### src/rtl/mps_pkg.sv
// Shared definitions for the two-port memory bank switch.
// Assumes exactly two requesting ports: index 0 is the I/O port, which has
// fixed priority, and index 1 is the central processor port.
package mps_pkg;
    localparam int NUM_PORTS = 2;
    localparam int PORT_IO   = 0;
    localparam int PORT_CPU  = 1;

    typedef enum logic [1:0] {
        ST_IDLE = 2'd0,
        ST_BUSY = 2'd1,
        ST_DONE = 2'd2
    } sw_state_t;
endpackage

### src/rtl/mps_addr_decode.sv
// Splits a word address into bank number and in-bank offset, and flags it
// legal when the sign bit is clear and the bank exists.
// Assumes the sign bit is the MSB and the bank field sits just below it.
module mps_addr_decode #(
    parameter int ADDR_W    = 18,
    parameter int SEL_W     = 4,
    parameter int NUM_BANKS = 4,
    localparam int OFF_W    = ADDR_W - 1 - SEL_W
) (
    input  logic [ADDR_W-1:0] addr_i,
    output logic [SEL_W-1:0]  bank_o,
    output logic [OFF_W-1:0]  off_o,
    output logic              legal_o
);
    // Field extraction and legality test
    always_comb begin
        bank_o  = addr_i[ADDR_W-2 -: SEL_W];
        off_o   = addr_i[OFF_W-1:0];
        legal_o = !addr_i[ADDR_W-1] && (32'(bank_o) < 32'(NUM_BANKS));
    end
endmodule

### src/rtl/mps_trap_ctl.sv
// Per-port trap generator: pulses the trap one cycle after an illegal request
// is first seen while protection is on, then stays quiet until the request
// is withdrawn. Assumes the requester holds req until it sees the trap.
module mps_trap_ctl (
    input  logic clk,
    input  logic rst_n,
    input  logic protect_en,
    input  logic req_i,
    input  logic legal_i,
    output logic trap_o
);
    logic held_q;
    logic fire;

    // A new illegal request under protection fires once
    always_comb fire = req_i && !legal_i && protect_en && !held_q;

    // Register the pulse and remember the request until it is dropped
    always_ff @(posedge clk) begin
        if (!rst_n) begin
            trap_o <= 1'b0;
            held_q <= 1'b0;
        end else begin
            trap_o <= fire;
            held_q <= req_i && (held_q || fire);
        end
    end
endmodule

### src/rtl/mps_arbiter.sv
// Fixed-priority owner selection and cycle sequencing for the shared bank bus.
// IDLE picks an owner among legal requests (I/O first), BUSY waits for the
// owning bank's grant, DONE is the single cycle the port grant is shown.
// Assumes a granted requester drops its request during the DONE cycle.
module mps_arbiter
    import mps_pkg::*;
(
    input  logic                 clk,
    input  logic                 rst_n,
    input  logic [NUM_PORTS-1:0] cand_i,
    input  logic                 hit_i,
    output sw_state_t            state_o,
    output logic                 owner_o,
    output logic                 start_o,
    output logic                 sel_o
);
    // Choose the winner among current candidates
    always_comb begin
        sel_o   = cand_i[PORT_IO] ? 1'b0 : 1'b1;
        start_o = (state_o == ST_IDLE) && (|cand_i);
    end

    // Sequence one memory cycle at a time; the owner is frozen until DONE
    always_ff @(posedge clk) begin
        if (!rst_n) begin
            state_o <= ST_IDLE;
            owner_o <= 1'b0;
        end else begin
            unique case (state_o)
                ST_IDLE: if (start_o) begin
                    state_o <= ST_BUSY;
                    owner_o <= sel_o;
                end
                ST_BUSY: if (hit_i) state_o <= ST_DONE;
                ST_DONE: state_o <= ST_IDLE;
                default: state_o <= ST_IDLE;
            endcase
        end
    end
endmodule

### src/rtl/mem_port_switch.sv
// Two-port prioritized memory bank switch (top).
// Decodes each port's address, arbitrates with fixed I/O priority, drives one
// bank's request/grant handshake on a shared bank bus, and returns the result
// as a one-cycle grant. Illegal addresses stall, or trap under protection.
// Assumes banks hold bank_gnt for one cycle and keep inputs stable until then.
module mem_port_switch
    import mps_pkg::*;
#(
    parameter int ADDR_W    = 18,
    parameter int DATA_W    = 18,
    parameter int SEL_W     = 4,
    parameter int NUM_BANKS = 4,
    localparam int OFF_W    = ADDR_W - 1 - SEL_W
) (
    input  logic                        clk,
    input  logic                        rst_n,
    input  logic                        protect_en,
    input  logic                        io_req,
    input  logic                        io_we,
    input  logic [ADDR_W-1:0]           io_addr,
    input  logic [DATA_W-1:0]           io_wdata,
    output logic                        io_gnt,
    output logic [DATA_W-1:0]           io_rdata,
    output logic                        io_trap,
    input  logic                        cpu_req,
    input  logic                        cpu_we,
    input  logic [ADDR_W-1:0]           cpu_addr,
    input  logic [DATA_W-1:0]           cpu_wdata,
    output logic                        cpu_gnt,
    output logic [DATA_W-1:0]           cpu_rdata,
    output logic                        cpu_trap,
    output logic [NUM_BANKS-1:0]        bank_req,
    output logic [OFF_W-1:0]            bank_addr,
    output logic                        bank_we,
    output logic [DATA_W-1:0]           bank_wdata,
    input  logic [NUM_BANKS-1:0]        bank_gnt,
    input  logic [NUM_BANKS*DATA_W-1:0] bank_rdata
);
    logic [ADDR_W-1:0]    p_addr  [NUM_PORTS];
    logic [DATA_W-1:0]    p_wdata [NUM_PORTS];
    logic [NUM_PORTS-1:0] p_req;
    logic [NUM_PORTS-1:0] p_we;
    logic [SEL_W-1:0]     p_bank  [NUM_PORTS];
    logic [OFF_W-1:0]     p_off   [NUM_PORTS];
    logic [NUM_PORTS-1:0] p_legal;
    logic [NUM_PORTS-1:0] p_trap;
    logic [NUM_PORTS-1:0] cand;

    sw_state_t            state;
    logic                 owner;
    logic                 start;
    logic                 sel;
    logic                 bank_hit;
    logic [DATA_W-1:0]    hit_data;

    logic [SEL_W-1:0]     cur_bank;
    logic [OFF_W-1:0]     cur_off;
    logic                 cur_we;
    logic [DATA_W-1:0]    cur_wdata;
    logic [DATA_W-1:0]    rd_q;

    // Gather both ports into indexed arrays
    always_comb begin
        p_addr[PORT_IO]   = io_addr;
        p_addr[PORT_CPU]  = cpu_addr;
        p_wdata[PORT_IO]  = io_wdata;
        p_wdata[PORT_CPU] = cpu_wdata;
        p_req  = {cpu_req, io_req};
        p_we   = {cpu_we, io_we};
    end

    // One decoder and one trap controller per port
    for (genvar p = 0; p < NUM_PORTS; p++) begin : g_port
        mps_addr_decode #(
            .ADDR_W    (ADDR_W),
            .SEL_W     (SEL_W),
            .NUM_BANKS (NUM_BANKS)
        ) u_dec (
            .addr_i  (p_addr[p]),
            .bank_o  (p_bank[p]),
            .off_o   (p_off[p]),
            .legal_o (p_legal[p])
        );

        mps_trap_ctl u_trap (
            .clk        (clk),
            .rst_n      (rst_n),
            .protect_en (protect_en),
            .req_i      (p_req[p]),
            .legal_i    (p_legal[p]),
            .trap_o     (p_trap[p])
        );
    end

    // Only legal requests compete for the bank bus
    always_comb cand = p_req & p_legal;

    mps_arbiter u_arb (
        .clk     (clk),
        .rst_n   (rst_n),
        .cand_i  (cand),
        .hit_i   (bank_hit),
        .state_o (state),
        .owner_o (owner),
        .start_o (start),
        .sel_o   (sel)
    );

    // Pick the current bank's grant and read data
    always_comb begin
        bank_hit = 1'b0;
        hit_data = '0;
        for (int b = 0; b < NUM_BANKS; b++) begin
            if (cur_bank == SEL_W'(b)) begin
                bank_hit = bank_gnt[b];
                hit_data = bank_rdata[b*DATA_W +: DATA_W];
            end
        end
    end

    // Capture the winning cycle and the returned word
    always_ff @(posedge clk) begin
        if (!rst_n) begin
            cur_bank  <= '0;
            cur_off   <= '0;
            cur_we    <= 1'b0;
            cur_wdata <= '0;
            rd_q      <= '0;
        end else begin
            if (start) begin
                cur_bank  <= p_bank[sel];
                cur_off   <= p_off[sel];
                cur_we    <= p_we[sel];
                cur_wdata <= p_wdata[sel];
            end
            if ((state == ST_BUSY) && bank_hit) rd_q <= hit_data;
        end
    end

    // Per-bank request lanes
    for (genvar b = 0; b < NUM_BANKS; b++) begin : g_lane
        assign bank_req[b] = (state == ST_BUSY) && (cur_bank == SEL_W'(b));
    end

    // Shared bank bus and port-side results
    always_comb begin
        bank_addr  = cur_off;
        bank_we    = cur_we;
        bank_wdata = cur_wdata;
        io_gnt     = (state == ST_DONE) && (owner == 1'b0);
        cpu_gnt    = (state == ST_DONE) && (owner == 1'b1);
        io_rdata   = rd_q;
        cpu_rdata  = rd_q;
        io_trap    = p_trap[PORT_IO];
        cpu_trap   = p_trap[PORT_CPU];
    end
endmodule

### config.mk
export PLATFORM = sky130hd
export DESIGN_NAME = mem_port_switch
export DESIGN_NICKNAME = d
export VERILOG_FILES = /design/src/rtl/mps_pkg.sv /design/src/rtl/mps_addr_decode.sv /design/src/rtl/mps_trap_ctl.sv /design/src/rtl/mps_arbiter.sv /design/src/rtl/mem_port_switch.sv
export SDC_FILE = /design/constraint.sdc
export NUM_CORES = 1
export LEC_CHECK = 0
export BUFFER_PORTS_ARGS = -buffer_cell sky130_fd_sc_hd__clkbuf_2
export CORE_UTILIZATION = 45
export DETAILED_ROUTE_END_ITERATION = 7
export PLACE_DENSITY = 0.86
export SETUP_SLACK_MARGIN = 0.1
export SYNTH_ARGS = -nofsm -noshare
export SYNTH_HDL_FRONTEND = slang
export SYNTH_SLANG_ARGS = --single-unit
### constraint.sdc
create_clock -name clk -period 2.42 [get_ports clk]
set_input_delay 0.484 -clock clk [delete_from_list [all_inputs] [get_ports clk]]
set_output_delay 0.484 -clock clk [all_outputs]
set_load 0.05 [all_outputs]
==> impl_metrics.ini, run 1 <==
[run_status]
status = complete, no violations

[setup_path]
reg2reg_from = u_arb.state_o[0]
r2r_setup_slack_ps = 650
critPathCaptureType = output port
cp_data_arrival_time_ps = 1770
worstPathMaxFanout = 6
crit_required_ps = 1940
cp-startpoint = u_arb.state_o[0]
rr_endpoint = cpu_rdata[4]
crit_type = reg -> out
r2r_cells = 5
start_kind = register
setup.worst_path.end = bank_req[0]

[clock_tree]
cts_resized = 0
cts_tree = yes
cts_root_buf = clkbuf_8
cts_setup_buffers = 0
cts_htree_levels = 3
cts_buffer_depth = 2
cts.clk_slew.worst_paths_ps = 70
clock_latency_ps = 330
cts_hold_buffers = 0
cts_buffers = 9
clock-sinks = 61

[power]
vdd_drop_max_uv = 332
p_leak_nw = 2.11
power_density_mw_per_mm2 = 576

[hold_path]
hp-start = io_req
min_path_type = in -> reg

[die]
initial_core_util_pct = 46.9
die_y_um = 89.2
io_pins = 231
core_area_mm2 = 0.00729
die_w_um = 89.2
placementRows = 31
dieArea_mm2 = 0.00795

[yosys]
synth_area_mm2 = 0.00342
yosysSeqAreaShare_pct = 35.7
netlist-cell-type-count = 32
ys_warn_count = 0
syn_inst = 329
ys_seq_elements = 61
yosys.area.top_type_share_pct = 35.7
yosysTopAreaCell = dfxtp_1
synth_nets = 484
synth_area_per_cell_um2 = 10.4
ys_top_cells_by_area = dfxtp_1 36%, mux4_2 13%, mux2i_1 10%

[route]
drt-initial-drc-count = 119
vias_per_cell = 5.68
drt-total-wl_um = 10400
ant_nets = 0
drcViolationCount = 0
vias = 3588
dr.pass1.iters = 4
wl_per_cell_um = 16.4

[timing]
finalHoldViolCount = 0
fmax_ghz = 0.444
rsz0062_at_grt = no
timing.hold.ws_ps = 377
fin_skew_ps = 10.6
tightest_slew_ps = 434
min_period_ps = 2250
finalSetupViolations = 0
slew_headroom_pct = 71.0
fin_tns_setup_ps = 0
drv_slew = 0
period_share_pct = 93.1

[place]
dp_hpwl_um = 7940
place.gp.congestion = 0.767
io_buffers = 230

[cells_and_area]
seqCellArea_mm2 = 0.00122
nNetsFinal = 683
area_growth_pct = 39.9
antenna_cells = 0
drive_gt1_share_pct = 56.3
fillers = 605
multi_input_area_mm2 = 0.00188

[grt]
grt_use_total_pct = 24.0
grt_max_degree = 42
antenna_found_initial = 0
grt_pass1_vias = 3320
gr-total-overflow = 0
grt_pass1_wl_um = 14800

[job]
drv_cap = 0
## report_power, final
part	internal, W	switching [W]	total, W
registers	0.00105	0.0000333	0.00108
clock network	0.000583	0.000426	0.00101
logic	0.000268	0.000397	0.000665
## critical path, stage by stage (launching register included)
cell      delay, ps
dfxtp_1         460
nor4b_4         300
buf_4           190
nor3b_2         180
clkbuf_2        310
## per-stage QoR
step / util, % / setup WS, ps / instance area (um2) / cells / power [W]
6_report: 65.6 / 167 / 4780 / 632 / 0.00276
5_1_grt: 65.6 / 97.6 / 4780 / 632 / 0.00287
4_1_cts: 65.4 / 124 / 4770 / 630 / 0.00278
3_5_place_dp: 62.3 / 441 / 4540 / 614 / 0.00177
3_3_place_gp: 62.3 / 519 / 4540 / 614 / 0.00175
2_1_floorplan: - / 172 / 3420 / 329 / 0.00154
## synth_stat cells
library cell,number
a211oi_1,34
a21oi_1,2
a221oi_1,34
a22o_1,1
and2_4,1
and3_1,2
and3b_1,2
buf_2,7
buf_4,20
buf_6,4
clkbuf_1,28
clkbuf_4,1
dfxtp_1,61
inv_1,2
mux2i_1,34
mux4_2,19
nand2_1,22
nand2b_1,1
nand4_1,18
nor2_1,4
nor3_1,1
nor3_2,1
nor3b_1,4
nor3b_2,1
nor4_1,1
nor4b_1,1
nor4b_2,1
o211a_1,2
o21a_1,1
o21ai_1,8
o21ai_2,10
o311ai_1,1
## area by class of cell
| type | count | share of cell area (%) |
|---|---|---|
| clock buffer | 9 | 2.59 |
| clock inverter | 7 | 2.09 |
| inverter | 2 | 0.157 |
| multi-input combinational | 206 | 39.4 |
| sequential | 61 | 25.5 |
| tap | 99 | 2.59 |
| timing repair buffer | 248 | 27.7 |
## state kept, by name, summed over array words and instances (netlist names)
register and flops:
cur_bank 4, g_port.u_trap.held_q 2, g_port.u_trap.trap_o 2, u_arb.state_o 2, u_arb.owner_o 1, cpu_rdata 18, bank_we 1, bank_wdata 18
bank_addr 13
## cells in the final DEF (no fill, tap or decap), drive strengths merged
master / synthesis / layout
a211oi: 34 / 34
o211a: 2 / 2
buf: 31 / 18
o21ai: 18 / 18
nand4: 18 / 18
nor4b: 2 / 2
mux2i: 34 / 34
inv: 2 / 2
bufinv: 0 / 2
clkbuf: 29 / 239
clkinv: 0 / 2
nor2: 4 / 4
o311ai: 1 / 1
nor4: 1 / 1
nor3: 2 / 2
and2: 1 / 1
dfxtp: 61 / 61
mux4: 19 / 19
nor3b: 5 / 5
clkinvlp: 0 / 3
nand2: 22 / 22
a22o: 1 / 1
and3: 2 / 2
and3b: 2 / 2
nand2b: 1 / 1
a221oi: 34 / 34
o21a: 1 / 1
a21oi: 2 / 2
## routing by layer
layer / vias to the layer above / wire (um) / GRT usage, %
li1: 1686 / - / -
met2: 180 / 5570 / 45.4
met1: 1710 / 3910 / 26.1
met5: - / 0 / 0
met3: 12 / 782 / 4.52
met4: 0 / 117 / 10.2
## worst min path at each step
stage / endpoint / cells past startpoint
2_1_floorplan: g_port[1].u_trap.trap_o / 1
3_3_place_gp: g_port[1].u_trap.trap_o / 1
3_5_place_dp: g_port[1].u_trap.trap_o / 1
4_1_cts: g_port[0].u_trap.held_q / 3
5_1_grt: g_port[0].u_trap.held_q / 3
6_report: g_port[0].u_trap.held_q / 3
## kinds of logic (layout without fill, tap and decap cells)
| family | after synthesis | after routing | synth area share (%) |
|---|---|---|---|
| AND/OR/NAND/NOR | 60 | 60 | 10.0 |
| AO/OA/AOI/OAI | 93 | 93 | 21.5 |
| buffers and inverters | 62 | 266 | 10.2 |
| multiplexers | 53 | 53 | 22.5 |
| flip-flops | 61 | 61 | 35.7 |
Note: power is estimated with default switching activity, not from simulation.
==> run 2, diff against run 1 <==
--- a/config.mk
+++ b/config.mk
@@ -5,10 +5,11 @@
 export SDC_FILE = /design/constraint.sdc
 export NUM_CORES = 1
 export LEC_CHECK = 0
+export ABC_AREA = 1
 export BUFFER_PORTS_ARGS = -buffer_cell sky130_fd_sc_hd__clkbuf_2
-export CORE_UTILIZATION = 45
+export CORE_UTILIZATION = 47
 export DETAILED_ROUTE_END_ITERATION = 7
-export PLACE_DENSITY = 0.86
+export PLACE_DENSITY = 0.87
 export SETUP_SLACK_MARGIN = 0.1
 export SYNTH_ARGS = -nofsm -noshare
 export SYNTH_HDL_FRONTEND = slang
==> run 2 against run 1 <==
  * Cell count increased by 38%
  * Clock power about the same
  * Setup slack gained 35 ps
  * Sequential cell count is the same
  * Global-route usage rose by 2.1 points
  * Core utilization grew 0.57 points
  * Sequential power barely moved
  * Clock skew about the same
  * Combinational power rose by 9.5%
  * Critical endpoint is now bank_req[2]
  * Largest power group unchanged
==> impl_metrics.ini, run 2 <==
[timing]
finalHoldViolCount = 0
drv_slew = 0
fmax_ghz = 0.451
tightest_slew_ps = 535
fin_tns_setup_ps = 0
finalSetupViolations = 0
period_share_pct = 91.6
min_period_ps = 2220
rsz0062_at_grt = no
slew_headroom_pct = 64.3
timing.hold.ws_ps = 408
fin_skew_ps = 10.6

[yosys]
async_flop_share_pct = 0
ys_top_cells_by_area = dfxtp_1 33%, nand3_1 17%, nor2_1 14%
syn_inst = 581
synth_nets = 736
synth_edf_count = 0
yosysTopAreaCell = dfxtp_1
synth_top_family_by_area = simple AND/OR/NAND/NOR gates
synth_fa_ha_area_share_pct = 0
yosysMostFrequentCell = nor2_1
ys.flop_type = dfxtp_1
ys_warn_count = 0
synth_area_mm2 = 0.00368
synth_area_per_cell_um2 = 6.34
yosys.area.top_type_share_pct = 33.2
post_synth_xor_area_fraction_pct = 0
synth-simple-area-share_pct = 45.6
yosysSeqAreaShare_pct = 33.2
muxShareOfSynthArea_pct = 0
yosys-top-cells-count = 133 x nor2_1, 128 x nand3_1, 93 x nand2_1, 61 x dfxtp_1, 25 x inv_1
ys_seq_elements = 61
synth_compound_area_share_pct = 7.74
netlist-cell-type-count = 28

[route]
wl_per_cell_um = 12.2
wl_met1_um = 4200
vias = 4323
vias_per_cell = 4.94
drt-initial-drc-count = 140
top_layer_used = met4
ant_nets = 0
drt-total-wl_um = 10700
dr_wl_met2_um = 5430
drcViolationCount = 0
dr.pass1.iters = 4
met3_length_um = 788

[setup_path]
reg2reg_from = cur_bank[1]
cp_slowest_cell = dfxtp_1
crit_type = reg -> out
critPathTopFamily = flip-flops
worstPathMaxFanout = 7
rr_endpoint = cpu_rdata[4]
cp.buffers_inverters = 2
slowest_delay_ps = 580
r2r_cells = 8
cp_data_arrival_time_ps = 1730
start_kind = register
crit_required_ps = 1940
r2r_setup_slack_ps = 570
critPathCaptureType = output port
critical_path.cell_chain = inv_2, nor4_1, clkbuf_2

[clock_tree]
cts_tree = yes
cts_root_buf = clkbuf_8
clock_latency_ps = 330
cts_buffer_depth = 2
cts.clk_slew.worst_paths_ps = 70
clock-sinks = 61
cts_setup_buffers = 0
cts_htree_levels = 3
cts_buffers = 9

[power]
vdd_drop_max_uv = 393
p_clk_share_pct = 35.7
power_w = 0.00283
swShare_pct = 31.7
p_comb_share_pct = 25.7
power_density_mw_per_mm2 = 577
p_int_w = 0.00193
p_seq_share_pct = 38.6
p_leak_nw = 2.66
switchingPower_w = 0.000896

[grt]
gr-total-overflow = 0
grt_use_total_pct = 26.1
grt_pass1_wl_um = 17600
antenna_found_initial = 0
grt_pass1_vias = 3920
grt_max_degree = 39

[die]
dieArea_mm2 = 0.00820
die_w_um = 90.5
initial_core_util_pct = 49.7
core_area_mm2 = 0.00741
die_y_um = 90.5
placementRows = 31
io_pins = 231

[cells_and_area]
seqCellArea_mm2 = 0.00122
mostFrequentLayoutCell = clkbuf_2
fillers = 709
area_growth_pct = 33.1
post_layout_nonfiller_instances = 875
drive_gt1_share_pct = 34.8
final_cell_mix = 229 x clkbuf_2, 132 x nor2_1, 128 x nand3_1
nNetsFinal = 926
fin_util_pct = 66.2
antenna_cells = 0
multi_input_area_mm2 = 0.00197

[hold_path]
whs_path_depth = 1
min_path_type = reg -> reg
min_to = g_port[0].u_trap.trap_o
hp-start = g_port[0].u_trap.held_q

[place]
place.gp.congestion = 0.928
dp_hpwl_um = 8440
dp_cells = 859
io_buffers = 230

[job]
drv_cap = 0

[run_status]
status = complete, no violations
[run 2: cell count changes after synthesis, sizes merged, moves of 19 or more]
cell and delta:
nor2 +134, nand3 +130, nand2 +72, a211oi -34, a221oi -34, mux2i -34, inv +25, buf +19
mux4 -19
[run 2: what timing repair did]
action                     4_1_cts  5_1_grt
hold buffers                     0        0
resized for setup                1        0
setup endpoints to repair        1        0
[run 2: cell type report]
type	instances	area share [%]
sequential	61	24.9
inverter	29	2.22
tap	99	2.53
clock buffer	12	3.17
clock inverter	4	1.43
timing repair buffer	240	25.6
multi-input combinational	430	40.1
[run 2: power groups by stage]
stage	Combinational, W	Sequential (W)	Clock [W]
global placement	0.000713	0.00111	0
global route	0.000797	0.00110	0.00108
CTS	0.000729	0.00109	0.00103
finish	0.000728	0.00109	0.00101
detailed placement	0.000727	0.00111	0
floorplan	0.000374	0.00126	0
[run 2: logic make-up (layout without fill, tap and decap cells)]
kind of cell,after synthesis,in the layout
buffers and inverters,90,285
AOI/OAI and AO/OA,56,56
DFF,61,61
and+or+nand+nor,374,374
[run 2: metrics by stage]
step | worst slack (ps) | instance area (um2)
2_1_floorplan | -462 | 3680
3_3_place_gp | 531 | 4670
3_5_place_dp | 445 | 4670
4_1_cts | 191 | 4900
5_1_grt | 101 | 4900
6_report | 202 | 4900
[run 2: how the worst max path moves through the flow]
stage / startpoint / to / cells after the start / slack (ps)
floorplan: cur_bank[2] / bank_req[0] / 5 / -460
global placement: cur_bank[0] / bank_req[1] / 3 / 530
detailed placement: cur_bank[0] / bank_req[1] / 3 / 450
CTS: cur_bank[1] / bank_req[2] / 3 / 190
global route: cur_bank[1] / bank_req[3] / 5 / 100
finish: cur_bank[1] / bank_req[2] / 3 / 200
[run 2: routing by layer]
metal	vias to the layer above	global-route usage [%]
met2	193	49.1
met5	-	0
li1	2250	-
met3	21	5.39
met1	1859	28.3
met4	0	10.1
